File: config.mk
export PLATFORM = sky130hd
export DESIGN_NAME = stepdiv
export DESIGN_NICKNAME = d
export VERILOG_FILES = /design/src/rtl/stepdiv.sv
export SDC_FILE = /design/constraint.sdc
export NUM_CORES = 1
export LEC_CHECK = 0
export BUFFER_PORTS_ARGS = -buffer_cell sky130_fd_sc_hd__buf_2
export CORE_MARGIN = 4
export CORE_UTILIZATION = 30
export DETAILED_ROUTE_END_ITERATION = 12
export SLEW_MARGIN = 25
export SYNTH_ARGS = -nofsm -noshare
export SYNTH_HDL_FRONTEND = slang
export SYNTH_SLANG_ARGS = --single-unit
File: constraint.sdc
create_clock -name clk -period 4.3 [get_ports clk]
set_clock_uncertainty 0.05 [all_clocks]
set_input_delay 1.075 -clock clk [delete_from_list [all_inputs] [get_ports clk]]
set_output_delay 1.075 -clock clk [all_outputs]
set_load 0.005 [all_outputs]
File: src/rtl/stepdiv.sv
module stepdiv #(
  parameter int W = 32
) (
  input  logic         clk,
  input  logic         rst_n,
  input  logic         cmd_valid,
  input  logic [2:0]   cmd,
  input  logic [W-1:0] dividend,
  input  logic [W-1:0] divisor,
  output logic [W-1:0] rem_o,
  output logic [W-1:0] quo_o,
  output logic         flag_z,
  output logic         flag_c,
  output logic         div_err
);
  localparam logic [2:0] C_SETS = 3'd0, C_SETU = 3'd1, C_STEP = 3'd2,
                         C_FIXA = 3'd3, C_FIXB = 3'd4, C_FIXC = 3'd5;

  logic [W-1:0] hi_q, lo_q, dv_q;
  logic neg_dvd_q, neg_mix_q, fz_q, fc_q, err_q;

  wire [W:0]   part    = {hi_q, lo_q[W-1]};
  wire         take    = part >= {1'b0, dv_q};
  wire [W:0]   diff    = part - {1'b0, dv_q};
  wire [W-1:0] hi_step = take ? diff[W-1:0] : part[W-1:0];

  wire is_setup = cmd_valid && (cmd == C_SETS || cmd == C_SETU);
  wire sgn      = (cmd == C_SETS);
  wire zero_div = (divisor == '0);
  wire [W-1:0] mag_a = (sgn && dividend[W-1]) ? -dividend : dividend;
  wire [W-1:0] mag_b = (sgn && divisor[W-1])  ? -divisor  : divisor;

  always_ff @(posedge clk or negedge rst_n) begin
    if (!rst_n) begin
      hi_q <= '0; lo_q <= '0; dv_q <= '0;
      neg_dvd_q <= 1'b0; neg_mix_q <= 1'b0;
      fz_q <= 1'b0; fc_q <= 1'b0; err_q <= 1'b0;
    end else begin
      err_q <= is_setup && zero_div;
      if (cmd_valid) begin
        case (cmd)
          C_SETS, C_SETU:
            if (!zero_div) begin
              hi_q      <= '0;
              lo_q      <= mag_a;
              dv_q      <= mag_b;
              neg_dvd_q <= sgn && dividend[W-1];
              neg_mix_q <= sgn && (dividend[W-1] ^ divisor[W-1]);
            end
          C_STEP: begin
            hi_q <= hi_step;
            lo_q <= {lo_q[W-2:0], take};
            fz_q <= (hi_step == '0);
            fc_q <= take;
          end
          C_FIXA: begin
            fz_q <= (hi_q == '0);
            fc_q <= neg_dvd_q;
          end
          C_FIXB: if (neg_mix_q) lo_q <= -lo_q;
          C_FIXC: if (neg_dvd_q) hi_q <= -hi_q;
          default: ;
        endcase
      end
    end
  end

  assign rem_o   = hi_q;
  assign quo_o   = lo_q;
  assign flag_z  = fz_q;
  assign flag_c  = fc_q;
  assign div_err = err_q;

  AST_FLAGS_KEPT: assert property (@(posedge clk) disable iff (!rst_n)
    cmd_valid && (cmd == C_SETS || cmd == C_SETU || cmd == C_FIXB || cmd == C_FIXC)
    |=> $stable(flag_z) && $stable(flag_c));

  AST_ZERO_DIV_HOLD: assert property (@(posedge clk) disable iff (!rst_n)
    is_setup && zero_div |=> div_err && $stable(rem_o) && $stable(quo_o));

  AST_ERR_ONE_CYCLE: assert property (@(posedge clk) disable iff (!rst_n)
    div_err |=> !div_err || $past(is_setup));

  AST_STEP_C_IS_QBIT: assert property (@(posedge clk) disable iff (!rst_n)
    cmd_valid && cmd == C_STEP |=> flag_c == quo_o[0]);

  AST_FIXA_DATA_KEPT: assert property (@(posedge clk) disable iff (!rst_n)
    cmd_valid && cmd == C_FIXA |=> $stable(rem_o) && $stable(quo_o));

  AST_IDLE_HOLD: assert property (@(posedge clk) disable iff (!rst_n)
    !cmd_valid || cmd[2:1] == 2'b11
    |=> $stable(rem_o) && $stable(quo_o) && $stable(flag_z) && $stable(flag_c));
endmodule

==> reports/metrics.cfg <==
[die]
io_pins=137
start_util=0.304
core_area_um2=29600
die_h_um=181
dieArea_um2=32900
die_x_um=181
num_rows=63

[placement]
gp_congestion=0.935
dp_hpwl_um=24100
io_buffers=136

[power]
p_comb_frac=0.472
p_leak_nw=4.76
p_seq_frac=0.316
p_clk_frac=0.212
switchingPower_w=0.00176
ir_worst_vdd_uv=212
powerDensity_nw_per_um2=390
power_switching_share=0.421
power.internal_w=0.00241

[global_route]
overflow=0
grt_usage=0.185
antenna_found_initial=2
grt_max_degree=64
grt_pass1_vias=8842
grt_pass1_wl_um=49500

[synth]
yosys_most_used_dff=dfrtp_1
synth.avg_cell_area_um2=7.66
synthCells=1177
ys_ff_latch=101
synth.distinct_cells=68
syn_nets=1284
synth_edf_count=0
synth_warnings=0
synth_sequential_area_ratio=0.280
async_flop_share=1.00
synth_area_um2=9020

[hold_path]
hp-class=flip-flop to flip-flop

[sta]
finalSetupViolCount=0
final-hold-violation-count=0
relSlewSlack=0.440
grt_setup_unrepaired=false
layout_min_cycle_time_ns=4.08
fmax_ghz=0.245
tightest_slew_ns=0.840
fin_crit_sh=0.948
finalSetupTns_ns=0
final_max_slew_viol_count=0

[layout]
layout_commonest_cell=buf_2
layout.nets=1411
fill_cells=3138
final_cell_mix=buf_2 (135), nor2_1 (134), o21ai_0 (125), nand2_1 (124), dfrtp_1 (101)
drive_gt1_frac=0.168
fin_util=0.361
syn2layout_area_growth_pct=18.5

[detailed_routing]
avgViaCountPerCell=5.53
finalWirelength_um=31400
drt_pre_antenna_iters=8
first_iter_violations=741
wl_per_cell_um=18.4
ant_nets=0
routed-via-count=9397
route.detailed.drc=0

[critical_path]
end_kind=flip-flop
crit_required_ns=4.48
arrival_ns=4.26
path_class=flip-flop to flip-flop
crit_path_top_delay_cell=or4_1
startpoint_type=flip-flop
cpPeakStageDelay_ns=0.58
path_common_cell=or4_4
path_cells=or4_1 -> or4_4 -> or3_4 -> or2_4 -> or4_4 -> or3b_4 -> or4_4 -> nor3_2 -> a21oi_1 -> a31oi_1 -> o22ai_1
crit_fanout=6

[clock_tree]
cts_hold_buffers=0
cts-root-to-sink-buffers=2
cts_tree=built
clock_latency_ns=0.36
htree_num_levels=3
cts_num_sinks=101
clk_pin_slew_worst_paths_ns=0.07
cts-root-buf=clkbuf_16
cts_made_buffers=9
post_cts_buffers=0

[outcome]
status=complete, no violations

[flow_run]
drv_cap=0

cell type report:
type                            instances  area (µm²)  share of cell area
Clock buffer                           12         267              0.0249
Multi-Input combinational cell        959        6090               0.570
Inverter                               51         191              0.0179
Timing Repair Buffer                  182        1080               0.101
Clock inverter                          4        45.0             0.00421
Tap cell                              390         488              0.0457
Antenna cell                            1        2.50            0.000234
Sequential cell                       101        2530               0.236
critical path, delay by kind of cell, from the launching register on:
family / cells / cell delay, ns
compound gates: 3 / 0.33
simple gates: 8 / 3.15
flops: 1 / 0.42
registers in the layout, summed over array words and instances (netlist names):
name	flops
div_err	1
flag_c	1
neg_dvd_q	1
rem_o	32
neg_mix_q	1
quo_o	32
dv_q	32
flag_z	1
per-layer routing:
layer / wire length (µm) / track usage
met2: 13800 / 0.280
met1: 14500 / 0.265
met3: 2100 / 0.0335
met5: 12 / 0
met4: 924 / 0.0624
through the flow:
stage | cell area, µm² | cells | hold slack, ns | worst slack (ns) | power (W)
6_report | 10700 | 1700 | 0.456 | 0.223 | 0.00417
5_1_grt | 10700 | 1699 | 0.493 | 0.0123 | 0.00446
4_1_cts | 10700 | 1699 | 0.465 | 0.228 | 0.00417
3_5_place_dp | 10400 | 1683 | 0.449 | 0.216 | 0.00328
3_3_place_gp | 10400 | 1683 | 0.414 | 0.237 | 0.00326
2_1_floorplan | 9020 | 1177 | 0.422 | 0.336 | 0.00254
repair_timing:
item / in CTS / in global routing
endpoints found under the setup margin: 0 / 1
hold endpoints to repair: 0 / 0
resized for setup: 0 / 1
final timing paths:
| path | startpoint | endpoint | depth (start not counted) | slack [ns] |
|---|---|---|---|---|
| min | flag_c | flag_c | 2 | 0.46 |
| min in group asynchronous | rst_n | rem_o[17] | 1 | 0.75 |
| max | quo_o[1] | quo_o[31] | 11 | 0.22 |
| max in group asynchronous | rst_n | quo_o[27] | 2 | 2.70 |
| min reg2reg | flag_c | flag_c | 2 | 0.46 |
| max reg2reg | quo_o[1] | quo_o[31] | 11 | 0.22 |
cell usage after synthesis, types with 36 or more instances:
| cell | n | share of area |
|---|---|---|
| nor2_1 | 134 | 0.056 |
| o21ai_0 | 125 | 0.069 |
| nand2_1 | 124 | 0.052 |
| dfrtp_1 | 101 | 0.28 |
| a21oi_1 | 79 | 0.044 |
| clkbuf_1 | 63 | 0.026 |
| xor2_1 | 54 | 0.052 |
| inv_1 | 51 | 0.021 |
| xnor2_1 | 43 | 0.042 |
| nor3_1 | 42 | 0.023 |
| a22o_1 | 36 | 0.035 |
| ha_1 | 36 | 0.050 |
power by group through the flow:
stage / Combinational, W / Clock, W / Sequential (W)
floorplan: 0.00123 / 0 / 0.00131
global placement: 0.00193 / 0 / 0.00132
detailed placement: 0.00195 / 0 / 0.00133
CTS: 0.00195 / 0.000906 / 0.00131
global route: 0.00218 / 0.000935 / 0.00135
finish: 0.00197 / 0.000886 / 0.00132
kinds of logic (layout without fill, tap and decap cells):
logic type / after synthesis / after routing / synth area share
adders and majority gates: 37 / 37 / 0.0521
AOI/OAI and AO/OA: 387 / 387 / 0.279
and+or+nand+nor: 416 / 416 / 0.221
buffers and inverters: 117 / 249 / 0.0487
xor gates and xnor gates: 97 / 97 / 0.0942
other: 0 / 1 / 0
muxes: 22 / 22 / 0.0248
DFF: 101 / 101 / 0.280
(Power assumes the default switching activity.)
